===== src/rtl/irq_aux_pkg.sv =====
package irq_aux_pkg;
  localparam int DATA_W   = 32;
  localparam int NUM_AUX  = 4;
  localparam int AUX_IDX_W = $clog2(NUM_AUX);
  localparam int REG_IDX_W = 5;
  localparam logic [6:0] OPC_CUSTOM = 7'b0001011;

  typedef enum logic [6:0] {
    OP_AUX_RD  = 7'b0000000,
    OP_AUX_WR  = 7'b0000001,
    OP_RETURN  = 7'b0000010,
    OP_MASKSWP = 7'b0000011,
    OP_WAIT    = 7'b0000100
  } opSel_t;

  typedef enum logic [1:0] {
    SRC_AUX  = 2'd0,
    SRC_MASK = 2'd1,
    SRC_PEND = 2'd2
  } rdSrc_t;

  typedef struct packed {
    logic                 auxWe;
    logic [AUX_IDX_W-1:0] auxIdx;
    logic                 maskWe;
    logic                 enter;
    logic                 ret;
    rdSrc_t               rdSrc;
  } ctrlStrobes_t;
endpackage


===== src/rtl/irq_aux_ctrl.sv =====
module irq_aux_ctrl
  import irq_aux_pkg::*;
(
  input  logic                 clk,
  input  logic                 rstN,
  input  logic                 issueValid,
  input  logic [31:0]          issueInstr,
  input  logic [DATA_W-1:0]    pendingVec,
  input  logic [DATA_W-1:0]    maskVec,
  output logic                 issueDone,
  output logic                 rdWe,
  output logic [REG_IDX_W-1:0] rdIdx,
  output logic                 illegalInstr,
  output ctrlStrobes_t         strobes
);
  logic intEnable;
  logic inSpace;
  logic active;
  logic anyDeliverable;
  logic unusedQsHigh;

  assign inSpace = (issueInstr[6:0] == OPC_CUSTOM) && (issueInstr[14:12] == 3'b000)
                   && (issueInstr[24:20] == 5'b00000);
  assign active = issueValid && inSpace;
  assign anyDeliverable = |(pendingVec & ~maskVec);
  assign rdIdx = issueInstr[11:7];
  assign unusedQsHigh = ^issueInstr[19:17];

  always_comb begin
    strobes = '0;
    strobes.rdSrc = SRC_AUX;
    issueDone = 1'b0;
    rdWe = 1'b0;
    illegalInstr = 1'b0;
    if (active) begin
      case (issueInstr[31:25])
        OP_AUX_RD: begin
          issueDone = 1'b1;
          rdWe = 1'b1;
          strobes.auxIdx = issueInstr[16:15];
        end
        OP_AUX_WR: begin
          issueDone = 1'b1;
          strobes.auxWe = 1'b1;
          strobes.auxIdx = issueInstr[8:7];
        end
        OP_RETURN: begin
          issueDone = 1'b1;
          strobes.ret = 1'b1;
        end
        OP_MASKSWP: begin
          issueDone = 1'b1;
          rdWe = 1'b1;
          strobes.maskWe = 1'b1;
          strobes.rdSrc = SRC_MASK;
        end
        OP_WAIT: begin
          strobes.rdSrc = SRC_PEND;
          if (|pendingVec) begin
            issueDone = 1'b1;
            rdWe = 1'b1;
          end
        end
        default: illegalInstr = 1'b1;
      endcase
    end
    strobes.enter = intEnable && !issueValid && anyDeliverable;
  end

  always_ff @(posedge clk) begin
    if (!rstN) intEnable <= 1'b1;
    else if (strobes.enter) intEnable <= 1'b0;
    else if (strobes.ret) intEnable <= 1'b1;
  end

  assert_no_reentry_R8: assert property (@(posedge clk) disable iff (!rstN)
    strobes.enter |=> !strobes.enter);
  assert_return_enables_R9: assert property (@(posedge clk) disable iff (!rstN)
    strobes.ret |=> intEnable);
  assert_illegal_not_done_R11: assert property (@(posedge clk) disable iff (!rstN)
    illegalInstr |-> !issueDone && !rdWe);
  assert_wait_needs_pending_R10: assert property (@(posedge clk) disable iff (!rstN)
    (issueDone && strobes.rdSrc == SRC_PEND) |-> pendingVec != '0);
endmodule


===== src/rtl/irq_aux_data.sv =====
module irq_aux_data
  import irq_aux_pkg::*;
(
  input  logic              clk,
  input  logic              rstN,
  input  ctrlStrobes_t      strobes,
  input  logic [DATA_W-1:0] issueRs1,
  input  logic [DATA_W-1:0] issuePc,
  input  logic [DATA_W-1:0] irqLines,
  output logic [DATA_W-1:0] rdData,
  output logic [DATA_W-1:0] pendingVec,
  output logic [DATA_W-1:0] maskVec,
  output logic [DATA_W-1:0] retPc
);
  logic [DATA_W-1:0] auxReg [NUM_AUX];
  logic [DATA_W-1:0] irqPrev;
  logic [DATA_W-1:0] deliver;
  logic [DATA_W-1:0] rising;

  assign deliver = pendingVec & ~maskVec;
  assign rising  = irqLines & ~irqPrev;
  assign retPc   = auxReg[0];

  always_comb begin
    case (strobes.rdSrc)
      SRC_MASK: rdData = maskVec;
      SRC_PEND: rdData = pendingVec;
      default:  rdData = auxReg[strobes.auxIdx];
    endcase
  end

  always_ff @(posedge clk) begin
    if (!rstN) begin
      maskVec    <= '1;
      pendingVec <= '0;
      irqPrev    <= '0;
    end else begin
      irqPrev <= irqLines;
      pendingVec <= (pendingVec & ~(strobes.enter ? deliver : '0)) | rising;
      if (strobes.maskWe) maskVec <= issueRs1;
    end
  end

  for (genvar g = 0; g < NUM_AUX; g++) begin : g_aux
    always_ff @(posedge clk) begin
      if (strobes.auxWe && strobes.auxIdx == AUX_IDX_W'(g)) auxReg[g] <= issueRs1;
      else if (strobes.enter && g == 0) auxReg[g] <= issuePc;
      else if (strobes.enter && g == 1) auxReg[g] <= deliver;
    end
  end

  assert_mask_load_R4: assert property (@(posedge clk) disable iff (!rstN)
    strobes.maskWe |=> maskVec == $past(issueRs1));
  assert_entry_payload_R6: assert property (@(posedge clk) disable iff (!rstN)
    strobes.enter |=> auxReg[1] != '0 && auxReg[1] == $past(deliver) && auxReg[0] == $past(issuePc));
  assert_entry_clear_R7: assert property (@(posedge clk) disable iff (!rstN)
    strobes.enter |=> (pendingVec & $past(deliver) & ~$past(rising)) == '0);
endmodule


===== src/rtl/irq_aux_unit.sv =====
module irq_aux_unit
  import irq_aux_pkg::*;
#(
  parameter logic [31:0] VECTOR_ADDR = 32'h0000_0010
) (
  input  logic        clk,
  input  logic        rstN,
  input  logic        issueValid,
  input  logic [31:0] issueInstr,
  input  logic [31:0] issueRs1,
  input  logic [31:0] issuePc,
  input  logic [31:0] irqLines,
  output logic        issueDone,
  output logic        rdWe,
  output logic [4:0]  rdIdx,
  output logic [31:0] rdData,
  output logic        illegalInstr,
  output logic        entryTake,
  output logic [31:0] entryPc,
  output logic        retTake,
  output logic [31:0] retPc
);
  ctrlStrobes_t strobes;
  logic [DATA_W-1:0] pendingVec;
  logic [DATA_W-1:0] maskVec;

  irq_aux_ctrl u_ctrl (
    .clk(clk), .rstN(rstN), .issueValid(issueValid), .issueInstr(issueInstr),
    .pendingVec(pendingVec), .maskVec(maskVec), .issueDone(issueDone), .rdWe(rdWe),
    .rdIdx(rdIdx), .illegalInstr(illegalInstr), .strobes(strobes)
  );

  irq_aux_data u_data (
    .clk(clk), .rstN(rstN), .strobes(strobes), .issueRs1(issueRs1), .issuePc(issuePc),
    .irqLines(irqLines), .rdData(rdData), .pendingVec(pendingVec), .maskVec(maskVec),
    .retPc(retPc)
  );

  assign entryTake = strobes.enter;
  assign entryPc   = VECTOR_ADDR;
  assign retTake   = strobes.ret;

  assert_entry_excl_issue_R6: assert property (@(posedge clk) disable iff (!rstN)
    entryTake |-> !issueValid && !issueDone);
endmodule


===== config.mk =====
export PLATFORM = sky130hd
export DESIGN_NAME = irq_aux_unit
export DESIGN_NICKNAME = d
export VERILOG_FILES = /design/src/rtl/irq_aux_pkg.sv /design/src/rtl/irq_aux_ctrl.sv /design/src/rtl/irq_aux_data.sv /design/src/rtl/irq_aux_unit.sv
export SDC_FILE = /design/constraint.sdc
export NUM_CORES = 1
export LEC_CHECK = 0
export BUFFER_PORTS_ARGS = -buffer_cell sky130_fd_sc_hd__buf_2
export CAP_MARGIN = 0
export CORE_MARGIN = 3
export CORE_UTILIZATION = 50
export DETAILED_ROUTE_END_ITERATION = 16
export HOLD_SLACK_MARGIN = 0.12
export PLACE_DENSITY = 0.77
export REMOVE_ABC_BUFFERS = 1
export SKIP_CTS_REPAIR_TIMING = 1
export SYNTH_ARGS = -nofsm -noshare
export SYNTH_HDL_FRONTEND = slang
export SYNTH_HIERARCHICAL = 1
export SYNTH_SLANG_ARGS = --single-unit
export TNS_END_PERCENT = 30

===== constraint.sdc =====
create_clock -name clk -period 13.5 [get_ports clk]
set_clock_uncertainty 0.1 [all_clocks]
set_input_delay 1.35 -clock clk [delete_from_list [all_inputs] [get_ports clk]]
set_output_delay 1.35 -clock clk [all_outputs]
set_load 0.02 [all_outputs]

# Word level (Yosys, flattened, before mapping)

Memory sizes are Yosys's and may differ from the RTL's.
Cells that the tools add are included.

Equal/unequal tests: 10
Multiplexer cells: 39
Bitwise logic cells: 9
Reduce and logical (&&, ||, !) cells: 22

Operators with widths:

| cell                                          | count |
|---|---|
| two-way mux 32 bit                            | 5 |
| OR reduction 32 bit                           | 4 |
| AND 32 bit                                    | 3 |
| NOT 32 bit                                    | 3 |
| one-hot mux 32 bit (2 select lines)           | 1 |
| bitwise OR 32 bit                             | 1 |
| two-way mux 1 bit                             | 25 |
| == test 7 x 2 -> 1 bit, second input constant | 2 |
| logical AND 1 bit                             | 9 |
| one-hot mux 2 bit (2 select lines)            | 2 |
| == test 7 x 1 -> 1 bit, second input constant | 1 |
| == test 7 x 3 -> 1 bit, second input constant | 1 |
| == test 7 x 4 -> 1 bit, second input constant | 1 |
| zero test 7 bit                               | 1 |
| == test 2 bit, second input constant          | 3 |
| zero test 5 bit                               | 1 |
| OR reduction 5 bit                            | 1 |
| == test 2 x 1 -> 1 bit, second input constant | 2 |
| two-way mux 2 bit                             | 2 |
| two-way mux 4 bit                             | 1 |
| one-hot mux 1 bit (2 select lines)            | 2 |
| OR reduction 4 bit                            | 1 |
| zero test 3 bit                               | 1 |
| two-way mux 3 bit                             | 1 |
| other kinds (5)                               | 6 |

Bits in registers: 97
Bits in writable memories: 128
Input bits: 131
Output and inout bits: 106
Word-level logic and storage cells: 85
Memories kept: 1

Memories:

| name          | depth | width | read ports | clocked after Yosys merged registers in | write ports | line               | text |
|---|---|---|---|---|---|---|---|
| u_data.auxReg | 4     | 32    | 2          | 0                                       | 2           | irq_aux_data.sv:15 | `logic [DATA_W-1:0] auxReg [NUM_AUX];` |

# Longest topological paths before layout

Depth after elaboration: 12
Gate-level depth with buffers: 11
Depth with buffers taken out: 8

# Cells and area by module

The synthesis kept the hierarchy.

By module, submodules not included:

| module       | instances | cells an instance | area an instance (um^2) |
|---|---|---|---|
| irq_aux_data | 1         | 705               | 9,708.1 |
| irq_aux_ctrl | 1         | 99                | 636.9 |
| irq_aux_unit | 1         | 34                | 247.7 |

# Worst setup path after synthesis

Ideal clock, no wire load.

Kind: input to register
From: input port issueInstr[5]
To: memory u_data.auxReg[0][0] (enable)
Library setup time: 466 ps
Arrival: 4,847 ps
Path slack: 8,087 ps
Stages on the path: 6
Cell sequence: nor4b_2 -> nand4_2 -> nand2b_4 -> nor3b_1 -> nand2b_4 -> o21ai_0

RTL lines:

| what        | line               | text |
|---|---|---|
| from (decl) | irq_aux_unit.sv:9  | `input logic [31:0] issueInstr,` |
| to (decl)   | irq_aux_data.sv:15 |  |

==> impl_metrics.py <==
metrics = {
    "sta": {
        "worstMarginPinSlew_ps": 1220,
        "layout_min_cycle_time_ps": 6270,
        "fmax_mhz": 160,
        "maxSlewHeadroom": 0.184,
        "setup_viol": 0,
        "holdWs_ps": 381,
        "fin_tns_setup_ps": 0,
        "report.final.slew_viol_count": 0,
        "period_share": 0.464,
        "hold_violations": 0,
        "rsz0062_at_grt": "false",
    },
    "yosys": {
        "synth-edff-count": 128,
        "synth-seq-area-share": 0.546,
        "ys_ff_latch": 225,
        "synth.most_common_cell": "edfxtp_1",
        "async_flop_share": 0,
        "synth_top_cell_by_area": "edfxtp_1",
        "synth_area_leaders": "edfxtp_1 (36%), dfxtp_1 (18%), mux2i_1 (9.3%)",
        "netlist_area_um2": 10600,
        "synth_commonest_cells": "edfxtp_1 (128), mux2i_1 (98), dfxtp_1 (97), a221oi_1 (57), buf_4 (39)",
        "synth_ff_type": "edfxtp_1",
        "synth_top_area_share": 0.363,
        "yosysWarnings": 6,
        "syn_inst": 838,
        "synth_cell_types": 46,
        "syn_area_per_cell_um2": 12.6,
    },
    "detailed_routing": {
        "initialDrtViolationCount": 499,
        "drt-met1-wl_mm": 11.5,
        "wl_met2_mm": 12.9,
        "drc": 0,
        "dr.pass1.iters": 5,
        "final_antenna_net_count": 0,
        "wl_per_cell_um": 20.6,
        "highest_layer": "met5",
        "wl_met3_mm": 2.10,
        "totalWireLength_mm": 26.9,
        "routed-via-count": 7270,
        "via_per_inst": 5.57,
    },
    "floorplan": {
        "die_h_um": 152,
        "start_util": 0.517,
        "die_x_um": 152,
        "rows": 52,
        "die_area_um2": 23000,
        "ioPinCount": 237,
        "core_area_um2": 20500,
    },
    "worst_hold_path": {
        "hp-class": "flop to flop",
    },
    "worst_setup_path": {
        "crit_path_end_kind": "output port",
        "required_ps": 12050,
        "cp_cell_sequence": "buf_2, nor4b_2, nand4_2, nand2b_4, and2b_2, inv_1, ha_1, buf_4, nor2b_4, a221oi_1, buf_2",
        "critPathSlowestCell": "nor2b_4",
        "path_class": "input pin to output port",
        "cpMostUsedCell": "buf_2",
        "start_kind": "input pin",
        "cpPeakStageDelay_ps": 1060,
        "crit_fanout": 34,
        "worstPathArrival_ps": 4820,
    },
    "run": {
        "cap_violations": 0,
    },
    "power": {
        "p_leak_uw": 0.00470,
        "powerDensity_nw_per_um2": 118,
        "ir_drop_v": 0.0000892,
    },
    "status": {
        "status": "completed",
    },
    "global_route": {
        "grt_use_total": 0.228,
        "antenna_found_initial": 1,
        "grt_pass1_vias": 7123,
        "grt_first_pass_wirelength_mm": 40.1,
        "grt_start_max_net_pins": 99,
        "grt-ovfl-total": 0,
    },
    "clock_tree": {
        "cts_root_buf": "clkbuf_16",
        "cts_tree": "yes",
        "cts_sinks": 225,
        "clk_latency_ps": 520,
        "clkTransAtPathRegs_ps": 60,
        "cts_inserted_buffers": 24,
        "htreeDepth": 1,
        "clockBufferDepth": 3,
    },
    "cells_and_area": {
        "register_area_um2": 5790,
        "multi_input_area_um2": 4230,
        "antenna_cells": 0,
        "fin_cells": 1305,
        "nFillCells": 1683,
        "nets": 1150,
        "drive_above_1_share": 0.327,
        "syn_to_final_growth_pct": 16.5,
    },
    "placement": {
        "port_buffers": 195,
        "gp_congestion": 0.741,
        "dp.cells": 1261,
        "dpl.hpwl_mm": 17.0,
    },
}
[per-stage QoR]
stage	setup slack (ps)	utilization	power [uW]	area, um^2
2_1_floorplan	2400	-	797	10100
3_5_place_dp	7260	0.565	838	11600
4_1_cts	7240	0.602	1470	12300
5_1_grt	7100	0.602	1510	12300
6_report	7230	0.602	1460	12300
3_3_place_gp	7350	0.565	835	11600
[layout by cell type (no fill, tap or decap), types with 4 or more instances in the layout]
cell type / count
clkinv_2: 8
mux2_4: 30
edfxtp_1: 128
nand2_1: 34
buf_4: 14
o22ai_1: 16
a221oi_1: 57
nand2b_1: 32
conb_1: 32
dfxtp_1: 97
mux2i_1: 98
mux2_2: 33
inv_1: 36
buf_2: 195
o21ai_0: 34
nor4_1: 13
a221oi_2: 7
and2_1: 34
a21boi_0: 29
and2b_2: 4
clkbuf_16: 25
nor2b_1: 32
[report_power, final]
group	switching [uW]	internal, uW
clock	266	372
sequential	12.5	736
combinational	37.5	37.4
total	316	1150
[state kept, by name, indices dropped and copies added (netlist names)]
| name | flops |
|---|---|
| u_data/auxReg | 128 |
| u_data/irqPrev | 32 |
| u_data/maskVec | 32 |
| u_data/pendingVec | 32 |
| u_ctrl/intEnable | 1 |
[worst max-delay path, delay by kind of cell]
kind / cells / cell delay, ps
compound gates: 1 / 250
fa+ha+maj: 1 / 280
buf+inv: 4 / 790
simple gates: 5 / 2130
[routing by layer]
metal  track usage  vias up
met5             0        -
met4        0.0472        2
met3        0.0416       39
met2         0.380      300
met1         0.313     3528
li1              -     3401
[final timing paths]
path | startpoint | to | slack, ps | depth (start not counted)
setup / recovery | issueInstr[5] | rdData[5] | 7230 | 11
hold / removal | u_data/irqPrev[30]$_SDFF_PN0_ | u_data/pendingVec[30]$_SDFF_PN0_ | 380 | 2
setup reg to reg | u_data/pendingVec[16]$_SDFF_PN0_ | u_data/auxReg[1][0]$_DFFE_PP_ | 10290 | 8
hold reg to reg | u_data/irqPrev[30]$_SDFF_PN0_ | u_data/pendingVec[30]$_SDFF_PN0_ | 380 | 2
[cell type report]
| cell class | count | share of cell area |
|---|---|---|
| flip-flops and latches | 225 | 0.469 |
| multi-input cells | 521 | 0.343 |
| repair buffers | 209 | 0.0876 |
| clock buffers | 31 | 0.0550 |
| well taps | 270 | 0.0274 |
| inverters | 36 | 0.0110 |
| clock inverters | 13 | 0.00730 |
[logic make-up (layout without fill, tap and decap cells)]
| group | count (synthesis) | count (layout) | synth area share |
|---|---|---|---|
| buffers and inverters | 122 | 289 | 0.0680 |
| other | 2 | 32 | 0.000709 |
| DFF | 225 | 225 | 0.546 |
| and+or+nand+nor | 174 | 174 | 0.102 |
| muxes | 162 | 162 | 0.171 |
| adders and majority gates | 2 | 2 | 0.00236 |
| AOI/OAI and AO/OA | 151 | 151 | 0.110 |
Power figures use the tool's default switching activity.
